[src/rtl/hpt_scan_pkg.sv]
package hpt_scan_pkg;

    typedef enum logic [1:0] {
        RES_MISS  = 2'b00,
        RES_GRANT = 2'b01,
        RES_VIOL  = 2'b10
    } scan_res_e;

    typedef enum logic [3:0] {
        S_IDLE,
        S_RD0,
        S_W0,
        S_RD1,
        S_W1,
        S_EVAL,
        S_FLAGS,
        S_WRITE,
        S_DONE
    } scan_state_e;

    localparam int REF_BIT = 8;
    localparam int CHG_BIT = 7;
    localparam int WORD_W  = 64;

    localparam logic [WORD_W-1:0] FLAG_MASK = (WORD_W'(1) << REF_BIT) | (WORD_W'(1) << CHG_BIT);
    localparam logic [WORD_W-1:0] PAGE_MASK = ~(FLAG_MASK | WORD_W'(3));

endpackage

[src/rtl/hpt_entry_check.sv]
module hpt_entry_check
    import hpt_scan_pkg::*;
(
    input  logic              wide,
    input  logic              hsel,
    input  logic [WORD_W-1:0] tag,
    input  logic [WORD_W-1:0] w0,
    input  logic [WORD_W-1:0] w1,
    input  logic              is_write,
    input  logic              key,
    output logic              hit,
    output logic              allowed
);

    localparam logic [31:0] NARROW_TAG_MASK = 32'h7FFF_FFBF;

    logic       valid_bit;
    logic       hsel_bit;
    logic       tag_ok;
    logic [1:0] pp;
    logic       can_rd;
    logic       can_wr;

    always_comb begin
        if (wide) begin
            valid_bit = w0[0];
            hsel_bit  = w0[1];
            tag_ok    = (w0[WORD_W-1:2] == tag[WORD_W-1:2]);
        end else begin
            valid_bit = w0[31];
            hsel_bit  = w0[6];
            tag_ok    = ((w0[31:0] & NARROW_TAG_MASK) == (tag[31:0] & NARROW_TAG_MASK));
        end
        hit = valid_bit && (hsel_bit == hsel) && tag_ok;
    end

    always_comb begin
        pp = w1[1:0];
        if (!key) begin
            can_rd = 1'b1;
            can_wr = (pp != 2'd3);
        end else begin
            can_rd = (pp != 2'd0);
            can_wr = (pp == 2'd2);
        end
        allowed = is_write ? can_wr : can_rd;
    end

endmodule

[src/rtl/hpt_flag_update.sv]
module hpt_flag_update
    import hpt_scan_pkg::*;
(
    input  logic [WORD_W-1:0] w1_in,
    input  logic              set_chg,
    output logic [WORD_W-1:0] w1_out,
    output logic              altered
);

    always_comb begin
        w1_out = w1_in;
        w1_out[REF_BIT] = 1'b1;
        if (set_chg) begin
            w1_out[CHG_BIT] = 1'b1;
        end
        altered = (w1_out != w1_in);
    end


    always_comb begin
        only_flags_chk: assert (((w1_in ^ w1_out) & ~FLAG_MASK) == '0);
    end

endmodule

[src/rtl/hpt_group_scanner.sv]
module hpt_group_scanner
    import hpt_scan_pkg::*;
#(
    parameter int ADDR_W  = 32,
    parameter int NUM_ENT = 8
) (
    input  logic              clk,
    input  logic              rst_n,
    input  logic              start,
    input  logic [ADDR_W-1:0] base_addr,
    input  logic              wide_mode,
    input  logic              hash_sel,
    input  logic [63:0]       cmp_tag,
    input  logic              is_write,
    input  logic              key,
    output logic              busy,
    output logic              done,
    output logic [1:0]        result,
    output logic [2:0]        sel_idx,
    output logic              rd_req,
    output logic [ADDR_W-1:0] rd_addr,
    input  logic              rd_valid,
    input  logic [63:0]       rd_data,
    output logic              wr_req,
    output logic [ADDR_W-1:0] wr_addr,
    output logic [63:0]       wr_data,
    input  logic              wr_ack
);

    localparam int IDX_W     = $clog2(NUM_ENT);
    localparam int NAR_SHIFT = 3;
    localparam int WID_SHIFT = 4;

    scan_state_e state_q, state_d;

    logic [ADDR_W-1:0] base_q;
    logic              wide_q, hsel_q, wr_q, key_q;
    logic [WORD_W-1:0] tag_q;
    logic [IDX_W-1:0]  idx_q;
    logic [WORD_W-1:0] w0_q, w1_q;
    logic              viol_seen_q;
    logic [IDX_W-1:0]  viol_idx_q;
    logic [WORD_W-1:0] viol_w1_q;
    logic [WORD_W-1:0] sel_w1_q;
    logic [IDX_W-1:0]  sel_idx_q;
    scan_res_e         res_q;
    logic [WORD_W-1:0] wdata_q;

    logic              hit, allowed;
    logic              conflict;
    logic              last_ent;
    logic [WORD_W-1:0] rd_word;
    logic [WORD_W-1:0] upd_w1;
    logic              upd_altered;
    logic [ADDR_W-1:0] ent_off;
    logic [ADDR_W-1:0] half_off;

    hpt_entry_check u_check (
        .wide     (wide_q),
        .hsel     (hsel_q),
        .tag      (tag_q),
        .w0       (w0_q),
        .w1       (w1_q),
        .is_write (wr_q),
        .key      (key_q),
        .hit      (hit),
        .allowed  (allowed)
    );

    hpt_flag_update u_flags (
        .w1_in   (sel_w1_q),
        .set_chg (wr_q && (res_q == RES_GRANT)),
        .w1_out  (upd_w1),
        .altered (upd_altered)
    );

    assign rd_word  = wide_mode_word(wide_q, rd_data);
    assign conflict = hit && viol_seen_q && ((w1_q & PAGE_MASK) != (viol_w1_q & PAGE_MASK));
    assign last_ent = (idx_q == IDX_W'(NUM_ENT - 1));
    assign ent_off  = ADDR_W'(idx_q) << (wide_q ? WID_SHIFT : NAR_SHIFT);
    assign half_off = wide_q ? ADDR_W'(8) : ADDR_W'(4);

    function automatic logic [WORD_W-1:0] wide_mode_word(input logic wide, input logic [63:0] d);
        return wide ? d : {32'h0, d[31:0]};
    endfunction

    // next state
    always_comb begin
        state_d = state_q;
        unique case (state_q)
            S_IDLE:  if (start) state_d = S_RD0;
            S_RD0:   state_d = S_W0;
            S_W0:    if (rd_valid) state_d = S_RD1;
            S_RD1:   state_d = S_W1;
            S_W1:    if (rd_valid) state_d = S_EVAL;
            S_EVAL: begin
                if (conflict) begin
                    state_d = S_DONE;
                end else if (hit && allowed) begin
                    state_d = S_FLAGS;
                end else if (!last_ent) begin
                    state_d = S_RD0;
                end else if (viol_seen_q || hit) begin
                    state_d = S_FLAGS;
                end else begin
                    state_d = S_DONE;
                end
            end
            S_FLAGS: state_d = upd_altered ? S_WRITE : S_DONE;
            S_WRITE: if (wr_ack) state_d = S_DONE;
            S_DONE:  state_d = S_IDLE;
            default: state_d = S_IDLE;
        endcase
    end

    // state register
    always_ff @(posedge clk or negedge rst_n) begin
        if (!rst_n) begin
            state_q <= S_IDLE;
        end else begin
            state_q <= state_d;
        end
    end

    // datapath registers
    always_ff @(posedge clk or negedge rst_n) begin
        if (!rst_n) begin
            base_q      <= '0;
            wide_q      <= 1'b0;
            hsel_q      <= 1'b0;
            wr_q        <= 1'b0;
            key_q       <= 1'b0;
            tag_q       <= '0;
            idx_q       <= '0;
            w0_q        <= '0;
            w1_q        <= '0;
            viol_seen_q <= 1'b0;
            viol_idx_q  <= '0;
            viol_w1_q   <= '0;
            sel_w1_q    <= '0;
            sel_idx_q   <= '0;
            res_q       <= RES_MISS;
            wdata_q     <= '0;
        end else begin
            unique case (state_q)
                S_IDLE: begin
                    if (start) begin
                        base_q      <= base_addr;
                        wide_q      <= wide_mode;
                        hsel_q      <= hash_sel;
                        wr_q        <= is_write;
                        key_q       <= key;
                        tag_q       <= cmp_tag;
                        idx_q       <= '0;
                        viol_seen_q <= 1'b0;
                        sel_idx_q   <= '0;
                        res_q       <= RES_MISS;
                    end
                end
                S_W0: if (rd_valid) w0_q <= rd_word;
                S_W1: if (rd_valid) w1_q <= rd_word;
                S_EVAL: begin
                    if (conflict) begin
                        res_q     <= RES_MISS;
                        sel_idx_q <= '0;
                    end else if (hit && allowed) begin
                        res_q     <= RES_GRANT;
                        sel_idx_q <= idx_q;
                        sel_w1_q  <= w1_q;
                    end else begin
                        if (hit) begin
                            viol_seen_q <= 1'b1;
                            viol_idx_q  <= idx_q;
                            viol_w1_q   <= w1_q;
                        end
                        if (!last_ent) begin
                            idx_q <= idx_q + 1'b1;
                        end else if (hit) begin
                            res_q     <= RES_VIOL;
                            sel_idx_q <= idx_q;
                            sel_w1_q  <= w1_q;
                        end else if (viol_seen_q) begin
                            res_q     <= RES_VIOL;
                            sel_idx_q <= viol_idx_q;
                            sel_w1_q  <= viol_w1_q;
                        end else begin
                            res_q     <= RES_MISS;
                            sel_idx_q <= '0;
                        end
                    end
                end
                S_FLAGS: wdata_q <= upd_w1;
                default: ;
            endcase
        end
    end

    // outputs
    always_comb begin
        busy    = (state_q != S_IDLE) && (state_q != S_DONE);
        done    = (state_q == S_DONE);
        result  = res_q;
        sel_idx = 3'(sel_idx_q);
        rd_req  = (state_q == S_RD0) || (state_q == S_RD1);
        rd_addr = base_q + ent_off + ((state_q == S_RD1) ? half_off : '0);
        wr_req  = (state_q == S_WRITE);
        wr_addr = base_q + (ADDR_W'(sel_idx_q) << (wide_q ? WID_SHIFT : NAR_SHIFT)) + half_off;
        wr_data = wdata_q;
    end


    rd_pulse_chk: assert property (@(posedge clk) disable iff (!rst_n)
        rd_req |=> !rd_req);


    wr_hold_chk: assert property (@(posedge clk) disable iff (!rst_n)
        (wr_req && !wr_ack) |=> (wr_req && $stable(wr_addr) && $stable(wr_data)));


    done_pulse_chk: assert property (@(posedge clk) disable iff (!rst_n)
        done |=> !done);


    busy_rise_chk: assert property (@(posedge clk) disable iff (!rst_n)
        (start && !busy && !done) |=> busy);


    miss_nowrite_chk: assert property (@(posedge clk) disable iff (!rst_n)
        (done && result == 2'b00) |-> $past(!wr_req));

endmodule

[config.mk]
export PLATFORM = sky130hd
export DESIGN_NAME = hpt_group_scanner
export DESIGN_NICKNAME = d
export VERILOG_FILES = /design/src/rtl/hpt_scan_pkg.sv /design/src/rtl/hpt_entry_check.sv /design/src/rtl/hpt_flag_update.sv /design/src/rtl/hpt_group_scanner.sv
export SDC_FILE = /design/constraint.sdc
export NUM_CORES = 1
export LEC_CHECK = 0
export BUFFER_PORTS_ARGS = -buffer_cell sky130_fd_sc_hd__buf_2
export CAP_MARGIN = 0
export CORE_MARGIN = 4
export CORE_UTILIZATION = 40
export CTS_CLUSTER_SIZE = 25
export DETAILED_ROUTE_END_ITERATION = 8
export GPL_TIMING_DRIVEN = 0
export PLACE_DENSITY_LB_ADDON = 0.05
export SYNTH_ARGS = -nofsm -noshare
export SYNTH_HDL_FRONTEND = slang
export SYNTH_SLANG_ARGS = --single-unit
[constraint.sdc]
create_clock -name clk -period 4.57 [get_ports clk]
set_input_delay 0.457 -clock clk [delete_from_list [all_inputs] [get_ports clk]]
set_output_delay 0.457 -clock clk [all_outputs]
set_load 0.03 [all_outputs]
# [Yosys cells after proc, flatten, opt, wreduce, memory -nomap -nowiden]
# Cells that the tools add are included.
[word_totals] ff_bits=436 in_bits=169 output_inout_bits=137 elab_cells=125
[classes] addsub=5 n_eq_ne=27 shifts=2 muxes=48 n_bitwise=2 reduce_logical=24
[ops] op="64-bit 2-to-1 mux" n=5
[ops] op="32-bit adder" n=2
[ops] op="32-bit by 4-bit adder with 32-bit output" n=2
[ops] op="62-bit equality test" n=1
[ops] op="60-bit inequality test" n=1
[ops] op="4-bit 2-to-1 mux" n=11
[ops] op="4-bit one-hot mux with 8 select lines" n=1
[ops] op="3-bit by 3-bit << shifter with 32-bit output" n=1
[ops] op="3-bit by 32-bit << shifter with 32-bit output" n=1
[ops] op="30-bit equality test" n=1
[ops] op="3-bit 2-to-1 mux" n=10
[ops] op="4-bit by 3-bit equality test with 1-bit output (second input constant)" n=4
[ops] op="2-bit inequality test (second input constant)" n=8
[ops] op="2-bit 2-to-1 mux" n=6
[ops] op="3-bit one-hot mux with 2 select lines" n=2
[ops] op="4-bit AND reduction" n=3
[ops] op="1-bit 2-to-1 mux" n=11
[ops] op="5-bit AND reduction" n=2
[ops] op="4-bit by 2-bit equality test with 1-bit output (second input constant)" n=2
[ops] op="4-bit inequality test (second input constant)" n=2
[ops] op="1-bit logical AND" n=7
[ops] op="2-bit AND reduction" n=3
[ops] op="2-bit nonzero test" n=3
[ops] op="4-bit by 1-bit equality test with 1-bit output (second input constant)" n=1
[ops] op="16 further kinds" n=18

# [Logic depth before layout (Yosys ltp)]
# Gate-level depths: netlist of run 1.
[logic_depth] word_depth=10 ltp_mapped=16 ltp_nobuf=14

# [Modules after synthesis]
# Synthesis of run 1 repeated with hierarchy kept, for this count alone.
[unflattened] hier_cells=1908 hier_area_um2=21164.0
[by_module_without_submodules] mod="hpt_group_scanner" instances=1 cells_each=1746 area_each_um2=19910.3 seq_area_each_um2=10910.5
[by_module_without_submodules] mod="hpt_entry_check" instances=1 cells_each=95 area_each_um2=762.0 seq_area_each_um2=0.0
[by_module_without_submodules] mod="hpt_flag_update" instances=1 cells_each=67 area_each_um2=491.7 seq_area_each_um2=0.0

# [Worst setup path after synthesis of run 1]
# Ideal clock, no wire load.
[synth_path] path_kind="register -> output" from="reg state_q[0]" to="out rd_addr[31]" arrival_ps=3851 required_ps=4113 setup_slack_ps=262 stages_incl_launch_ff=14 n_path_buf=1 cell_sequence="dfrtp_1 -> clkbuf_1 -> and2_1 -> and3_1 -> fa_1 -> ha_1 -> a21o_1 -> a21oi_1 -> o21bai_1 -> a2111oi_0 -> o41a_1 -> nand2b_1 -> nor2_1 -> xor2_1"
[synth_between] elab_chain_len=3
[synth_rtl] element="start, declared" line_no="hpt_group_scanner.sv:34" text="scan_state_e state_q, state_d;"
[synth_rtl] element="start signal, assigned" line_no="hpt_group_scanner.sv:121" text="state_q <= state_d;"
[synth_rtl] element="4-bit by 2-bit equality test with 1-bit output" line_no="hpt_group_scanner.sv:205" text="rd_addr = base_q + ent_off + ((state_q == S_RD1) ? half_off : '0);"
[synth_rtl] element="4-bit 2-to-1 mux" line_no="hpt_group_scanner.sv:205"
[synth_rtl] element="32-bit by 4-bit adder with 32-bit output" line_no="hpt_group_scanner.sv:205"
[synth_rtl] element="end, declared" line_no="hpt_group_scanner.sv:21" text="output logic [ADDR_W-1:0] rd_addr,"
# Every way passes these cells.

# [Worst setup path in the final report of run 1]
[layout_path] from="reg wide_q" to="out rd_addr[20]"
[layout_between] elab_chain_len=4 word_cells_on_any_way=6 cone_classes="2 x add/sub; 1 x shift; 3 x mux"
[layout_rtl] element="start, declared" line_no="hpt_group_scanner.sv:37" text="logic wide_q, hsel_q, wr_q, key_q;"
[layout_rtl] element="start signal, assigned" line_no="hpt_group_scanner.sv:149" text="wide_q <= wide_mode;"
[layout_rtl] element="3-bit 2-to-1 mux" line_no="hpt_group_scanner.sv:80" text="assign ent_off = ADDR_W'(idx_q) << (wide_q ? WID_SHIFT : NAR_SHIFT);"
[layout_rtl] element="3-bit by 32-bit << shifter with 32-bit output" line_no="hpt_group_scanner.sv:80"
[layout_rtl] element="32-bit adder" line_no="hpt_group_scanner.sv:205"
[layout_rtl] element="32-bit by 4-bit adder with 32-bit output (*)" line_no="hpt_group_scanner.sv:205"
# Mark *: on every way between the ends. The rest lies on a longest branch, timed or not.

==> results.md, run 1 <==
* Outcome: complete, no violations
* Synth Instances at 1,753
* Most common cell in the synthesized netlist: dfrtp_1
* Number of flops mapped to enable cells by yosys at 0
* Final setup fails at 0
* Hold Crit Class: input port to flip-flop
* Final Worst Setup Slack at 0.0971 ns
* Post-DP HPWL at 49,100 um
* Nets at 2,353
* Synth area leaders: dfrtp_1 (51%), mux2_2 (21%), xnor2_1 (4.5%)
* Final Slew Violations at 0
* Die footprint at 0.0571 mm2
* Placer Congestion at 0.874
* Post-Syn Area at 0.0213 mm2
* Number of remaining DRC errors at 0
* Area Growth Syn to Fin at 22.4%
* Core area at 0.0527 mm2
* DRT antenna net count at 0
* Most frequent cells after synthesis: dfrtp_1 (436), mux2_2 (406), nand2_1 (136), xnor2_1 (110), o21ai_0 (80)
* Largest net degree at the start of global routing at 110
* IO Count at 306
* WP buf/inv at 4
* TritonCTS clock tree: built
* Final critical-path share of the clock period at 97.9%
* Via Count at 15,163
* Largest area contributor in the netlist: dfrtp_1
* TritonCTS buffer count at 49
* Async SR Flop Fraction at 100%
* TritonRoute pass-1 iters at 5
* Clk_lat worst skew at 0.59 ns
* Critical Path RT at 4.11 ns
* Leakage power at 12.3 nW
* Clock buffer depth at 3
* Largest fanout on the critical path at 10
* WS Path Type: flip-flop to output pin
* PortBufs at 305
* CP peak stage delay at 0.69 ns
* Clk slew on worst S/H paths at 0.06 ns
* WP data arrival at 4.02 ns
* Root buffer cell: clkbuf_16
* RSZ-0062 raised after global routing: yes
* Power Density at 673 mW/mm2
* Hold WS at 0.0982 ns
* Pre-CTS setup slack at -0.964 ns
* Worst setup SP type: flip-flop
* Tightest Pin Transition at 1.01 ns
* Final Instance Count excl. Fillers at 2,874
* Synth Area per Inst at 12.2 um2
* Starting DRT DRC Count at 946
* First-pass GRT wire length at 97,400 um
* Slowest CP cell: or4b_2
* Crit-path leading delay family: simple AND/OR/NAND/NOR gates
* Final hold vios at 0
* Vias in the first global route at 15,415
* Worst Setup End Kind: output pin
* Die Y at 239 um
* Worst clock skew at 0.0256 ns
* Max-slew headroom at 32.5%
* CTS H-Tree Depth at 2
* Vias per cell at 5.28
* WL final at 65,000 um
* Share of cells above drive strength 1 at 40.3%
* Synth Flop Type: dfrtp_1
* GRT overflow at 0
* Num rows at 84
* Maximum VDD drop at 0.485 mV
* Final instance area at 0.0261 mm2
* Initial antenna violation count at 1
* Pwr Total at 17.6 mW
* Sum of negative setup slack at 0 ns
* Max-cap violation count at 0
* Unique masters post-synth at 61
* CTS sink count at 436
* GRT Overall Usage at 22.5%
* Synth Register Bits at 436
* Fin util at 49.6%
* DR WL/cell at 22.6 um
* Tmin final at 4.47 ns
* Ys Warns at 0
* Worst path cell trace: clkbuf_8 -> buf_4 -> and3_1 -> fa_1 -> ha_4 -> inv_1 -> o21bai_1 -> a21oi_2 -> o21bai_2 -> a41oi_4 -> or4b_2 -> nand3_1 -> buf_2
* Register area share after synthesis at 51.2%
* Die W at 239 um
* Placed cell area at 0.0239 mm2
* F_max at 224 MHz
* Share of the synthesized area in the top cell type at 51.2%
* Placed cells at 2,759
* Starting density of the core at 40.5%
-- cells by family (layout without fill, tap and decap cells) --
logic type | count (synthesis) | in the layout | synth area share [%]
AO/OA/AOI/OAI | 165 | 165 | 4.89
XOR/XNOR | 163 | 163 | 6.69
adder cells (fa/ha/maj) | 44 | 44 | 2.76
buffers and inverters | 123 | 542 | 2.26
flip-flops | 436 | 436 | 51.2
multiplexers | 432 | 432 | 22.8
other | 2 | 16 | 0.0352
AND/OR/NAND/NOR | 388 | 388 | 9.43
-- cells in the final DEF, fill, tap and decap left out, types with 11 or more instances in the layout --
cell         n
xor2_1      53
ha_1        36
nor2b_1     11
a21oi_1     17
nor3b_1     17
nand4_1     33
dfrtp_1    434
nor3_1      31
nor2_1      29
buf_4       28
clkbuf_16   50
conb_1      11
clkbuf_8    12
inv_1       26
nand2_1    136
clkbuf_1    73
mux2_1      19
nor4_1      20
nand3_1     35
mux2_2     406
o21ai_0     77
and3_1      19
xnor2_1    109
buf_2      299
-- routing by layer --
layer | wire length, um | up-vias | global-route usage [%]
li1 | - | 7025 | -
met1 | 30400 | 7696 | 32.6
met2 | 30400 | 366 | 36.0
met3 | 2830 | 76 | 3.02
met4 | 1370 | 0 | 5.49
met5 | 0 | - | 0
-- worst register-to-register path: stages, from the launching register on --
cell and delay, ns:
dfrtp_1 0.43, xnor2_2 0.45, nand4_1 0.15, nor4_1 0.28, nand4_1 0.60, a2111o_1 0.78, o21ai_0 0.42, clkbuf_2 0.38
buf_2 0.34, mux2_2 0.38
-- power breakdown --
| group | switching, mW | leakage (nW) | internal, mW |
|---|---|---|---|
| registers | 1.05 | 5.70 | 4.89 |
| logic | 4.45 | 5.79 | 2.96 |
| clock network | 1.69 | 0.849 | 2.52 |
| total | 7.18 | 12.3 | 10.4 |
-- worst paths after layout --
kind	from	to	slack, ns	depth (start not counted)
worst min register to register	wr_data[8]	wr_data[8]	0.46	1
worst max-delay path	wide_q	rd_addr[20]	0.1	13
worst max register to register	w0_q[6]	sel_w1_q[62]	0.24	9
max in group asynchronous	rst_n	w0_q[26]	2.78	4
min in group asynchronous	rst_n	base_q[12]	0.40	2
worst min-delay path	cmp_tag[10]	tag_q[10]	0.1	2
-- flip-flops by register name, summed over array words and instances, names as in the netlist, 2 cells and up --
register	count
sel_idx	3
w0_q	64
viol_w1_q	64
idx_q	3
w1_q	64
wr_data	64
tag_q	64
result	2
viol_idx_q	3
sel_w1_q	64
base_q	32
state_q	4
-- timing repair --
action,CTS,global route
hold buffers,1,0
setup buffers,18,2
gates resized for setup,52,32
pin swaps,11,7
hold endpoints to repair,66,0
endpoints found under the setup margin,184,72
-- cell type report --
class,count,area [um2]
inverter,29,113
timing repair buffer,330,1850
clock inverter,26,333
antenna,5,12.5
fill,4846,26600
clock buffer,66,1410
multi-input combinational,1203,10200
buffer,91,413
sequential,436,10900
tap,688,861
(Power assumes the default switching activity.)
==> run 2, diff against run 1 <==
--- a/config.mk
+++ b/config.mk
@@ -5,9 +5,9 @@
 export SDC_FILE = /design/constraint.sdc
 export NUM_CORES = 1
 export LEC_CHECK = 0
-export BUFFER_PORTS_ARGS = -buffer_cell sky130_fd_sc_hd__buf_2
+export BUFFER_PORTS_ARGS = -buffer_cell sky130_fd_sc_hd__clkbuf_2
 export CAP_MARGIN = 0
-export CORE_MARGIN = 4
+export CORE_MARGIN = 1
 export CORE_UTILIZATION = 40
 export CTS_CLUSTER_SIZE = 25
 export DETAILED_ROUTE_END_ITERATION = 8
==> constraint.sdc (replaced) <==
create_clock -name clk -period 4.8 [get_ports clk]
set_input_delay 0.48 -clock clk [delete_from_list [all_inputs] [get_ports clk]]
set_output_delay 0.48 -clock clk [all_outputs]
set_load 0.03 [all_outputs]
==> results.md, run 2 (same netlist as run 1, synthesis figures left out) <==
* Worst Setup End Kind: output pin
* DR WL/cell at 22.0 um (-2.7%)
* Core area at 0.0527 mm2 (unchanged)
* Tightest Pin Transition at 1.09 ns (+0.0770 ns)
* Worst r2r src: w0_q[6]
* PortBufs at 305 (unchanged)
* Starting density of the core at 40.5% (unchanged)
* Worst clock skew at 0.0247 ns (-0.000946 ns)
* WS Path Type: flip-flop to output pin
* TritonCTS clock tree: built
* GRT Overall Usage at 23.3% (+0.84 points)
* Max-slew headroom at 27.3% (-5.1 points)
* F_max at 216 MHz
* Clk slew on worst S/H paths at 0.07 ns (about the same)
* Maximum VDD drop at 0.497 mV (+2.4%)
* Antenna diode count at 0 (-5)
* Share of cells above drive strength 1 at 39.0% (-1.3 points)
* Max-cap violation count at 0 (unchanged)
* Starting DRT DRC Count at 886 (-6.3%)
* Placer Congestion at 0.871 (-0.34%)
* Final critical-path share of the clock period at 96.3%
* Number of remaining DRC errors at 0 (unchanged)
* Tmin final at 4.62 ns
* TritonCTS buffer count at 50 (+2.0%)
* Post-DP HPWL at 47,800 um (-2.6%)
* Initial antenna violation count at 0 (-1)
* Leakage power at 12.2 nW (-1.1%)
* Root buffer cell: clkbuf_16
* IO Count at 306 (unchanged)
* Final hold vios at 0 (unchanged)
* Sum of negative setup slack at 0 ns (unchanged)
* Largest fanout on the critical path at 10 (unchanged)
* Commonest non-fill, non-tap cells in the layout: dfrtp_1 (433), mux2_2 (406), clkbuf_2 (299)
* Die Y at 233 um (-2.5%)
* Via Count at 15,027 (-0.90%)
* Die footprint at 0.0542 mm2 (-5.0%)
* First-pass GRT wire length at 94,000 um (-3.5%)
* Critical Path RT at 4.32 ns (+0.21 ns)
* CTS sink count at 436 (unchanged)
* Largest net degree at the start of global routing at 109 (-0.91%)
* Hold_sp: base_addr[30]
* Most common cell after layout, fill and taps aside: dfrtp_1
* GRT overflow at 0 (unchanged)
* Vias in the first global route at 14,999 (-2.7%)
* Pwr Total at 16.3 mW (-7.3%)
* Power Density at 632 mW/mm2 (-6.1%)
* Outcome: complete, no violations
* R2r setup slk at 0.41 ns (+0.17 ns)
* Clk_lat worst skew at 0.61 ns (+0.02 ns)
* TritonRoute pass-1 iters at 5 (unchanged)
* Worst setup SP type: flip-flop
* Capture point of the worst reg-to-reg path: sel_w1_q[56]
* Final setup fails at 0 (unchanged)
* RSZ-0062 raised after global routing: yes
* CTS H-Tree Depth at 2 (unchanged)
* Final Worst Setup Slack at 0.180 ns (+0.0828 ns)
* Clock buffer depth at 3 (unchanged)
* Nets at 2,345 (-0.34%)
* Hold Crit Class: input port to flip-flop
* Area Growth Syn to Fin at 20.9%
* Pre-CTS setup slack at -0.701 ns (+0.263 ns)
* WP data arrival at 4.14 ns (+0.12 ns)
* Worst r2r path cells at 9 (unchanged)
* Num rows at 84 (unchanged)
* Final Slew Violations at 0 (unchanged)
* Vias per cell at 5.26 (-0.27%)
* WL final at 62,900 um (-3.3%)
* WHS Endpoint: base_q[30]
* DRT antenna net count at 0 (unchanged)
* Die W at 233 um (-2.5%)
* Hold depth at 2 (unchanged)
[run 2: cell types whose count changed in the layout (fill, tap and decap cells not counted), sizes merged]
| cell | change |
|---|---|
| bufinv | -3 |
| buf | -311 |
| clkinv | -3 |
| clkinvlp | -5 |
| clkbuf | +309 |
| diode | -5 |
[run 2: area by class of cell]
type                            count  area (um2)
Inverter                           29         109
Multi-Input combinational cell   1203       10100
Clock inverter                     15         208
Sequential cell                   436       10900
Tap cell                          688         861
Fill cell                        4889       26900
Clock buffer                       73        1460
Timing Repair Buffer              321        1750
Buffer                             91         402
[run 2: metrics by stage]
stage | hold slack (ns) | area (um2) | util [%] | cells
5_1_grt | 0.0815 | 25800 | 48.9 | 2856
2_1_floorplan | 0.184 | 21400 | - | 1762
4_1_cts | 0.0625 | 25700 | 48.8 | 2856
3_3_place_gp | 0.457 | 23700 | 45.1 | 2755
6_report | 0.0994 | 25800 | 48.9 | 2856
3_5_place_dp | 0.463 | 23900 | 45.3 | 2759
[run 2: worst max path at each step]
stage,start,endpoint,cells after the start
after floorplan,state_q[0],rd_addr[31],13
after global routing,wide_q,rd_addr[31],14
after detailed placement,wide_q,rd_addr[18],14
final,state_q[2],rd_addr[26],14
after global placement,rst_n,wr_data[40],1
after CTS,state_q[2],rd_addr[31],14
[run 2: power by group]
| part | switching, mW | total (mW) | internal [mW] |
|---|---|---|---|
| clock | 1.59 | 3.86 | 2.27 |
| combinational | 4.09 | 6.73 | 2.64 |
| sequential | 1.03 | 5.69 | 4.66 |
| total | 6.71 | 16.3 | 9.57 |
[run 2: per-layer routing]
metal	routed length, um	part of all wire (%)	vias up	track usage (%)
li1	-	-	6989	-
met1	29900	48	7608	33.6
met2	29100	46	362	37.1
met3	2780	4.4	68	3.16
met4	1110	1.8	0	5.39
met5	0	0	-	0
[run 2: critical path, cell delays in order, from the launching register on]
cell      delay [ns]
dfrtp_2         0.48
nor2_1          0.14
and2_2          0.22
and3_1          0.19
fa_1            0.43
ha_1            0.22
a21oi_1         0.20
o21bai_1        0.08
a21oi_1         0.26
o21bai_2        0.13
a41oi_4         0.34
buf_4           0.19
nor4_1          0.04
a311o_1         0.39
clkbuf_2        0.21
[run 2: repair_timing]
item | CTS | global route
pin swaps | 6 | 4
hold buffers | 1 | 0
setup buffers | 10 | 1
hold endpoints to repair | 80 | 0
setup endpoints to repair | 106 | 67
resized for setup | 31 | 27
==> run 3, diff against run 2 <==
--- a/config.mk
+++ b/config.mk
@@ -13,6 +13,8 @@
 export DETAILED_ROUTE_END_ITERATION = 8
 export GPL_TIMING_DRIVEN = 0
 export PLACE_DENSITY_LB_ADDON = 0.05
+export RECOVER_POWER = 25
 export SYNTH_ARGS = -nofsm -noshare
 export SYNTH_HDL_FRONTEND = slang
 export SYNTH_SLANG_ARGS = --single-unit
+export TNS_END_PERCENT = 50
==> results.md, run 3 (same netlist as run 1, synthesis figures left out) <==
* GRT overflow at 0 (unchanged)
* First-pass GRT wire length at 94,000 um (unchanged)
* Clk slew on worst S/H paths at 0.06 ns (about the same)
* Number of remaining DRC errors at 0 (unchanged)
* Final critical-path share of the clock period at 96.3% (about the same)
* Tightest Pin Transition at 2.15 ns (+1.06 ns)
* Sequential fraction of design power at 35.0% (about the same)
* Largest fanout on the critical path at 10 (unchanged)
* IO Count at 306 (unchanged)
* WHS Endpoint: base_q[30]
* Fillers at 4,900 (+0.22%)
* Clock power frac at 23.7% (about the same)
* RSZ-0062 raised after global routing: yes
* Hold Crit Class: input port to flip-flop
* Max-cap violation count at 1 (+1)
* Clock buffer depth at 3 (unchanged)
* Worst setup SP type: flip-flop
* Root buffer cell: clkbuf_16
* Worst Setup End Kind: output pin
* Sw Pwr at 6.71 mW (about the same)
* CP peak stage delay at 0.70 ns (+0.22 ns)
* Slowest CP cell: or4b_2
* Die Y at 233 um (unchanged)
* P_int at 9.56 mW (about the same)
* Power Density at 633 mW/mm2 (+0.23%)
* Post-DP HPWL at 47,800 um (unchanged)
* Sw Ratio at 41.2% (about the same)
* Largest net degree at the start of global routing at 109 (unchanged)
* TritonRoute pass-1 iters at 5 (unchanged)
* Vias in the first global route at 14,999 (unchanged)
* TritonCTS clock tree: built
* Vias per cell at 5.26 (about the same)
* Capture point of the worst reg-to-reg path: sel_w1_q[56]
* Hold_sp: base_addr[30]
* Area Growth Syn to Fin at 20.6%
* Placer Congestion at 0.871 (unchanged)
* WL final at 62,900 um (about the same)
* CTS sink count at 436 (unchanged)
* Maximum VDD drop at 0.496 mV (about the same)
* Final setup fails at 0 (unchanged)
* PortBufs at 305 (unchanged)
* CTS H-Tree Depth at 2 (unchanged)
* Worst path cell trace: nor2_1 -> and2_2 -> and3_1 -> fa_1 -> ha_1 -> inv_1 -> o21bai_1 -> a21oi_1 -> o21bai_2 -> a41oi_4 -> or4b_2 -> nand3_1 -> clkbuf_2
* Commonest non-fill, non-tap cells in the layout: dfrtp_1 (433), mux2_2 (406), clkbuf_2 (289)
* Combinational power share at 41.3% (about the same)
* Share of cells above drive strength 1 at 38.5% (-0.51 points)
* Worst r2r path cells at 9 (unchanged)
* Leakage power at 12.1 nW (-0.47%)
* Clk_lat worst skew at 0.61 ns (about the same)
* Core area at 0.0527 mm2 (unchanged)
* Die W at 233 um (unchanged)
* Pwr Total at 16.3 mW (about the same)
* Tmin final at 4.62 ns (+0.000229 ns)
* Outcome: complete, but fails checks
* Max-slew headroom at -43.1% (-70 points)
* F_max at 216 MHz (about the same)
* Num rows at 84 (unchanged)
* Final hold vios at 0 (unchanged)
* Final Slew Violations at 83 (+83)
* Critical Path RT at 4.32 ns (about the same)
* TritonCTS buffer count at 50 (unchanged)
* Worst r2r src: w0_q[6]
* Die footprint at 0.0542 mm2 (unchanged)
* Initial antenna violation count at 0 (unchanged)
* Antenna diode count at 0 (unchanged)
* Failing checks: max-capacitance violations, max-slew violations
* Starting density of the core at 40.5% (unchanged)
* WS Path Type: flip-flop to output pin
* GRT Overall Usage at 23.3% (unchanged)
* R2r setup slk at 0.46 ns (+0.05 ns)
* Sum of negative setup slack at 0 ns (unchanged)
* DR WL/cell at 22.0 um (about the same)
* DRT antenna net count at 0 (unchanged)
* Worst clock skew at 0.0227 ns (-0.00194 ns)
* Hold depth at 2 (unchanged)
* WP data arrival at 4.14 ns (about the same)
* Starting DRT DRC Count at 880 (-0.68%)
* Nets at 2,345 (unchanged)
* Via Count at 15,029 (+0.013%)
* Most common cell after layout, fill and taps aside: dfrtp_1
==> run 3: changes by cell type in the layout (fill, tap and decap cells not counted), sizes merged <==
| cell | before | now |
|---|---|---|
| clkbuf | 447 | 449 |
| buf | 37 | 35 |
==> run 3: timing repair <==
item | in CTS | in global routing
buffers inserted | 10 | 1
setup endpoints to repair | 106 | 67
pin swaps | 6 | 4
endpoints found under the hold margin | 80 | 0
hold buffers | 1 | 0
gates resized for setup | 31 | 27
==> run 3: worst max path at each step <==
stage | startpoint | to | cells after the start
after floorplan | state_q[0] | rd_addr[31] | 13
after global placement | rst_n | wr_data[40] | 1
after detailed placement | wide_q | rd_addr[18] | 14
after CTS | state_q[2] | rd_addr[31] | 14
after global routing | wide_q | rd_addr[31] | 14
final | state_q[2] | rd_addr[20] | 13
==> run 3: metal layers <==
metal  share of wire [%]  up-vias  track usage, %
met4                 1.7        0            5.39
met3                 4.2       66            3.16
li1                    -     7002               -
met2                  46      342            37.1
met5                   0        -               0
met1                  48     7619            33.6
==> run 3: final cells by class <==
cell class | count | area [um2] | area share, %
sequential | 436 | 10900 | 42.4
multi-input combinational | 1203 | 10100 | 39.2
timing repair buffer | 321 | 1690 | 6.56
clock buffer | 73 | 1460 | 5.67
tap | 688 | 861 | 3.35
buffer | 91 | 402 | 1.56
clock inverter | 15 | 208 | 0.808
inverter | 29 | 109 | 0.423
==> run 3: power by group through the flow <==
| stage | Clock [mW] | Sequential, mW | Combinational (mW) |
|---|---|---|---|
| final | 3.86 | 5.69 | 6.73 |
| after global routing | 4.10 | 5.83 | 7.30 |
| after CTS | 3.97 | 5.67 | 6.72 |
| after detailed placement | 0 | 5.71 | 6.59 |
| after global placement | 0 | 5.69 | 6.51 |
| after floorplan | 0 | 5.35 | 4.67 |
==> run 3: metrics by stage <==
step                instances  hold WS [ns]  cell area [um2]  worst slack, ns  utilization (%)
floorplan                1762         0.184            21400            0.469                -
global placement         2755         0.457            23700            -7.00             45.1
detailed placement       2759         0.463            23900           -0.701             45.3
CTS                      2856        0.0625            25700          0.00872             48.8
global route             2856        0.0815            25700          -0.0158             48.8
finish                   2856         0.101            25700            0.180             48.8
==> run 3: worst max-delay path, delay by kind of cell, from the launching register on <==
| family | cells | cell delay [ns] |
|---|---|---|
| fa+ha+maj | 2 | 0.73 |
| simple gates | 5 | 1.37 |
| compound gates | 4 | 0.68 |
| flops | 1 | 0.47 |
| buf+inv | 2 | 0.30 |
